[src/rtl/tapsel_pkg.sv]
package tapsel_pkg;

    // Default number of sampling taps.
    localparam int DEF_NTAP    = 8;
    // Minimum window length accepted from the command bitmap.
    localparam int DEF_MIN_RUN = 3;

    typedef enum logic [1:0] {
        ST_IDLE     = 2'd0,
        ST_SCAN_CMD = 2'd1,
        ST_SCAN_CMP = 2'd2
    } scan_st_e;

endpackage

[src/rtl/tapsel_merge.sv]
// Folds the two passes of each tap: a probe stays set only if the probe
// of the same tap in the other half is set as well.
module tapsel_merge #(
    parameter int NTAP = 8,
    localparam int NP  = 2 * NTAP
) (
    input  logic [NP-1:0] raw,
    output logic [NP-1:0] merged
);

    for (genvar i = 0; i < NP; i++) begin : g_fold
        assign merged[i] = raw[i % NTAP] & raw[(i % NTAP) + NTAP];
    end

endmodule

[src/rtl/tapsel_run_step.sv]
// One step of the longest-run search: consumes one bitmap bit and
// updates the current run length and the best window seen so far.
module tapsel_run_step #(
    parameter int NP = 16,
    localparam int IW = $clog2(NP),
    localparam int CW = $clog2(NP + 1)
) (
    input  logic          bit_in,
    input  logic          is_last,
    input  logic [IW-1:0] idx,
    input  logic [CW-1:0] run_len,
    input  logic [CW-1:0] best_len,
    input  logic [IW-1:0] best_lo,
    input  logic [IW-1:0] best_hi,
    output logic [CW-1:0] run_nx,
    output logic [CW-1:0] best_nx,
    output logic [IW-1:0] lo_nx,
    output logic [IW-1:0] hi_nx
);

    logic [CW-1:0] run_inc;
    logic [CW-1:0] lo_wide;

    assign run_inc = run_len + 1'b1;

    always_comb begin
        run_nx  = run_len;
        best_nx = best_len;
        lo_nx   = best_lo;
        hi_nx   = best_hi;
        lo_wide = '0;
        if (bit_in) begin
            run_nx = run_inc;
            // A run reaching the final bit is closed here.
            if (is_last && (run_inc > best_len)) begin
                best_nx = run_inc;
                lo_wide = CW'(NP) - run_inc;
                lo_nx   = lo_wide[IW-1:0];
                hi_nx   = IW'(NP - 1);
            end
        end else begin
            run_nx = '0;
            if (run_len > best_len) begin
                best_nx = run_len;
                lo_wide = CW'(idx) - run_len;
                lo_nx   = lo_wide[IW-1:0];
                hi_nx   = idx - 1'b1;
            end
        end
    end

endmodule

[src/rtl/tapsel_center.sv]
// Midpoint of a window, folded back into the tap range.
module tapsel_center #(
    parameter int NTAP = 8,
    localparam int NP  = 2 * NTAP,
    localparam int IW  = $clog2(NP),
    localparam int TW  = $clog2(NTAP)
) (
    input  logic [IW-1:0] lo,
    input  logic [IW-1:0] hi,
    output logic [TW-1:0] tap
);

    logic [IW:0]   sum;
    logic [IW-1:0] mid;
    logic [31:0]   folded;

    assign sum    = {1'b0, lo} + {1'b0, hi};
    assign mid    = sum[IW:1];
    assign folded = 32'(mid) % NTAP;
    assign tap    = folded[TW-1:0];

endmodule

[src/rtl/tapsel_window_select.sv]
module tapsel_window_select
    import tapsel_pkg::*;
#(
    parameter int NTAP    = DEF_NTAP,
    parameter int MIN_RUN = DEF_MIN_RUN,
    localparam int NP     = 2 * NTAP,
    localparam int IW     = $clog2(NP),
    localparam int CW     = $clog2(NP + 1),
    localparam int TW     = $clog2(NTAP)
) (
    input  logic          clk,
    input  logic          rst_n,
    input  logic          start,
    input  logic [NP-1:0] cmd_ok,
    input  logic [NP-1:0] cmp_ok,
    output logic          busy,
    output logic          done,
    output logic          err,
    output logic [TW-1:0] tap_sel
);

    localparam logic [IW-1:0] LAST_IDX = IW'(NP - 1);

    typedef struct packed {
        scan_st_e      st;
        logic [IW-1:0] idx;
        logic [CW-1:0] run;
        logic [CW-1:0] best;
        logic [IW-1:0] lo;
        logic [IW-1:0] hi;
        logic [NP-1:0] vec_cmd;
        logic [NP-1:0] vec_cmp;
        logic [TW-1:0] tap;
        logic          done;
        logic          err;
    } sel_state_t;

    sel_state_t s_d, s_q;

    logic [NP-1:0] fold_cmd, fold_cmp;
    logic          cur_bit, at_last;
    logic [CW-1:0] run_nx, best_nx;
    logic [IW-1:0] lo_nx, hi_nx;
    logic [TW-1:0] mid_tap;

    tapsel_merge #(.NTAP(NTAP)) u_fold_cmd (.raw(cmd_ok), .merged(fold_cmd));
    tapsel_merge #(.NTAP(NTAP)) u_fold_cmp (.raw(cmp_ok), .merged(fold_cmp));

    assign cur_bit = (s_q.st == ST_SCAN_CMP) ? s_q.vec_cmp[s_q.idx]
                                             : s_q.vec_cmd[s_q.idx];
    assign at_last = (s_q.idx == LAST_IDX);

    tapsel_run_step #(.NP(NP)) u_step (
        .bit_in   (cur_bit),
        .is_last  (at_last),
        .idx      (s_q.idx),
        .run_len  (s_q.run),
        .best_len (s_q.best),
        .best_lo  (s_q.lo),
        .best_hi  (s_q.hi),
        .run_nx   (run_nx),
        .best_nx  (best_nx),
        .lo_nx    (lo_nx),
        .hi_nx    (hi_nx)
    );

    tapsel_center #(.NTAP(NTAP)) u_center (
        .lo  (lo_nx),
        .hi  (hi_nx),
        .tap (mid_tap)
    );

    always_comb begin
        logic accept;
        s_d      = s_q;
        s_d.done = 1'b0;
        s_d.err  = 1'b0;
        accept   = 1'b0;
        unique case (s_q.st)
            ST_IDLE: begin
                if (start) begin
                    s_d.st      = ST_SCAN_CMD;
                    s_d.vec_cmd = fold_cmd;
                    s_d.vec_cmp = fold_cmp;
                    s_d.idx     = '0;
                    s_d.run     = '0;
                    s_d.best    = '0;
                    s_d.lo      = '0;
                    s_d.hi      = '0;
                end
            end
            ST_SCAN_CMD, ST_SCAN_CMP: begin
                s_d.run  = run_nx;
                s_d.best = best_nx;
                s_d.lo   = lo_nx;
                s_d.hi   = hi_nx;
                if (!at_last) begin
                    s_d.idx = s_q.idx + 1'b1;
                end else if ((s_q.st == ST_SCAN_CMD) && (best_nx == CW'(NP))) begin
                    // Every probe passed: rank by data comparison instead.
                    s_d.st   = ST_SCAN_CMP;
                    s_d.idx  = '0;
                    s_d.run  = '0;
                    s_d.best = '0;
                    s_d.lo   = '0;
                    s_d.hi   = '0;
                end else begin
                    if (s_q.st == ST_SCAN_CMD) begin
                        accept = (best_nx >= CW'(MIN_RUN));
                    end else begin
                        accept = (best_nx != '0);
                    end
                    s_d.st   = ST_IDLE;
                    s_d.done = 1'b1;
                    s_d.err  = !accept;
                    if (accept) begin
                        s_d.tap = mid_tap;
                    end
                end
            end
            default: s_d.st = ST_IDLE;
        endcase
    end

    always_ff @(posedge clk or negedge rst_n) begin
        if (!rst_n) begin
            s_q <= '{st: ST_IDLE, default: '0};
        end else begin
            s_q <= s_d;
        end
    end

    assign busy    = (s_q.st != ST_IDLE);
    assign done    = s_q.done;
    assign err     = s_q.err;
    assign tap_sel = s_q.tap;

endmodule

[config.mk]
export PLATFORM = sky130hd
export DESIGN_NAME = tapsel_window_select
export DESIGN_NICKNAME = d
export VERILOG_FILES = /design/src/rtl/tapsel_pkg.sv /design/src/rtl/tapsel_merge.sv /design/src/rtl/tapsel_run_step.sv /design/src/rtl/tapsel_center.sv /design/src/rtl/tapsel_window_select.sv
export SDC_FILE = /design/constraint.sdc
export NUM_CORES = 1
export LEC_CHECK = 0
export BUFFER_PORTS_ARGS = -buffer_cell sky130_fd_sc_hd__buf_2
export CORE_MARGIN = 4
export CORE_UTILIZATION = 40
export DETAILED_ROUTE_END_ITERATION = 7
export HOLD_SLACK_MARGIN = 0.03
export PLACE_DENSITY = 0.55
export REMOVE_ABC_BUFFERS = 1
export SLEW_MARGIN = 0
export SYNTH_ARGS = -nofsm -noshare
export SYNTH_HDL_FRONTEND = slang
export SYNTH_SLANG_ARGS = --single-unit
[constraint.sdc]
create_clock -name clk -period 4.3 [get_ports clk]
set_input_delay 0.215 -clock clk [delete_from_list [all_inputs] [get_ports clk]]
set_output_delay 0.215 -clock clk [all_outputs]
set_load 0.1 [all_outputs]
==> qor.yml <==
rrSetupSlack_ps: 400
fin_nets: 422
wl_per_cell_microns: 15.45
cts_hold_buffers: 0
grt_usage: 0.1716
path_max_fanout: 11
worstSetupStartpoint: "s_q[50]"
diodes: 0
synth_flop_cell: "dfrtp_1"
drive_gt1_frac: 0.1928
outcome: "finished clean"
die_y_microns: 94.74
synth_seq_cells: 45
worst_slew_pin_slew_ps: 1025
yosysMostFrequentCell: "nand2_1"
die-area_sq_mm: 0.008975
ios: 41
rr_worst_depth: 12
drtAntennaViolNets: 0
synth.area.top_cells: "dfrtp_1 (37%), ha_1 (9.6%), nand2_1 (6.7%)"
cts_tree: "built"
coreArea_sq_mm: 0.007292
grt_pass1_wl_mm: 12.09
synth_common_cells: "nand2_1 (54), dfrtp_1 (45), o21ai_0 (32), ha_1 (23), nor2_1 (17)"
numCtsBuffers: 5
grt_antenna_before_repair: 0
fmaxAchievable_mhz: 256.7
first_iter_violations: 128
wl_met3_microns: 271
fin_crit_sh: 0.9061
yosysTopAreaCell: "dfrtp_1"
port_buffers: 40
synthDistinctLibCells: 49
clk_pin_slew_ps: 90
holdWs_ps: 92.40
slew_viol_final: 0
finalHoldViolations: 0
power.density_mw_per_mm2: 702.7
syn_area_sq_mm: 0.003009
synth_top_area_share: 0.3742
regToRegEndpoint: "tap_sel[0]"
r2r_start: "s_q[50]"
grt_pass1_vias: 2476
cts_setup_buffers: 0
critPathLaunchType: "flop"
gp_congestion: 0.8988
p_leak_nw: 1.597
cts-root-buf: "clkbuf_8"
syn_inst: 324
grt_max_degree: 46
rows: 31
clock_skew_ps: 6.388
drt-pass1-iter-count: 4
detail_route.wirelength_mm: 7.136
synth-edff-count: 0
yosys_warnings: 0
via_per_inst: 5.290
insertion_delay_ps: 290
cts_max_level: 2
setup_viol: 0
wl_met2_mm: 3.256
clockBufferDepth: 2
rsz0062_at_grt: "no"
vias: 2444
worst_slew_margin_rel: 0.3167
clock-sinks: 45
maxCapViolCount: 0
drc: 0
start_util: 0.4127
die_w_microns: 94.74
worstPathRequired_ps: 4490
numPlacedInstances: 454
cp-end-kind: "flop"
gr-total-overflow: 0
min_path_type: "in2async"
cts_resized: 0
synthArstFlopShare: 1.000
finalNonFillerCells: 462
num-fill-cells: 758
peakVddDrop_uv: 234.8
arrival_ps: 4080
top_layer: "met4"
fin_tns_setup_ps: 0
area_delta_synth_final_pct: 12.97
crit_type: "reg2reg"
avgSynthCellArea_sq_um: 9.287
ys_seq_area_frac: 0.3742
place_hpwl_mm: 5.355
fin_crit_ps: 3896
routedLengthMet1_mm: 3.459
-- through the flow --
step | power [mW] | utilization | setup WS [ps] | cell area, sq um
after floorplan | 1.687 | - | 810.4 | 2914
after global placement | 2.101 | 0.4523 | 550.9 | 3298
after detailed placement | 2.108 | 0.4523 | 426.5 | 3298
after CTS | 2.415 | 0.4662 | 416.4 | 3400
after global routing | 2.618 | 0.4662 | 49.27 | 3400
final | 2.389 | 0.4662 | 403.7 | 3400
-- critical path, stage by stage (launching register included) --
cell,delay [ps]
dfrtp_1,570
ha_1,340
nand3_1,120
xnor2_1,190
ha_1,310
a21boi_0,310
o21ai_0,240
mux2i_2,380
buf_4,210
nor2_1,40
nor3b_1,360
fa_1,450
mux2_2,260
-- flip-flops by register name, summed over array words and instances (netlist names) --
| register | cells |
|---|---|
| err | 1 |
| tap_sel | 3 |
| done | 1 |
| s_q | 40 |
-- power by group --
group	leakage [nW]	total, mW	internal, mW	switching, mW
Clock	0.0542	0.289	0.145	0.143
Sequential	0.607	0.652	0.533	0.119
Combinational	0.936	1.45	0.607	0.841
Total	1.60	2.39	1.29	1.10
-- how the worst max path moves through the flow --
stage,endpoint,slack [ps],cells past startpoint
global route,s_q[54],50,13
finish,tap_sel[0],400,12
floorplan,tap_sel[2],810,14
global placement,tap_sel[0],550,12
detailed placement,tap_sel[0],430,12
CTS,tap_sel[0],420,12
-- cell usage in the layout, fill, tap and decap left out, types with 3 or more instances in the layout --
cell / count
a22o_1: 8
xnor2_1: 9
buf_2: 40
xor2_1: 6
a21o_1: 3
dfrtp_1: 45
mux2_2: 4
ha_1: 23
o21ai_0: 32
mux4_2: 4
nor2_1: 17
nand4_1: 4
o21a_1: 3
nand3_1: 12
buf_4: 8
nand2_1: 54
o22ai_1: 6
clkbuf_8: 7
a21oi_1: 15
nand2b_1: 3
o221ai_1: 3
o211ai_1: 7
a32o_1: 3
inv_1: 15
-- cell type report --
cell class | count | area (sq um) | share of cell area
tap | 99 | 123.9 | 0.03644
clock buffer | 7 | 96.34 | 0.02834
inverter | 15 | 56.30 | 0.01656
sequential | 45 | 1126 | 0.3312
timing repair buffer | 48 | 260.3 | 0.07656
clock inverter | 1 | 5.005 | 0.001472
multi-input combinational | 247 | 1732 | 0.5094
-- kinds of logic (layout without fill, tap and decap cells) --
group / Yosys count / in the layout / share of synthesized area
compound gates: 95 / 95 / 0.2141
mux: 11 / 11 / 0.05613
xor+xnor: 15 / 15 / 0.04366
fa+ha+maj: 25 / 25 / 0.1089
buf+inv: 32 / 71 / 0.05031
simple gates: 101 / 101 / 0.1526
flops: 45 / 45 / 0.3742
-- metal layers --
layer | global-route usage | up-vias
li1 | - | 1243
met1 | 0.2430 | 1129
met2 | 0.2689 | 62
met3 | 0.02151 | 10
met4 | 0.06250 | 0
met5 | 0 | -
(Power assumes the default switching activity.)
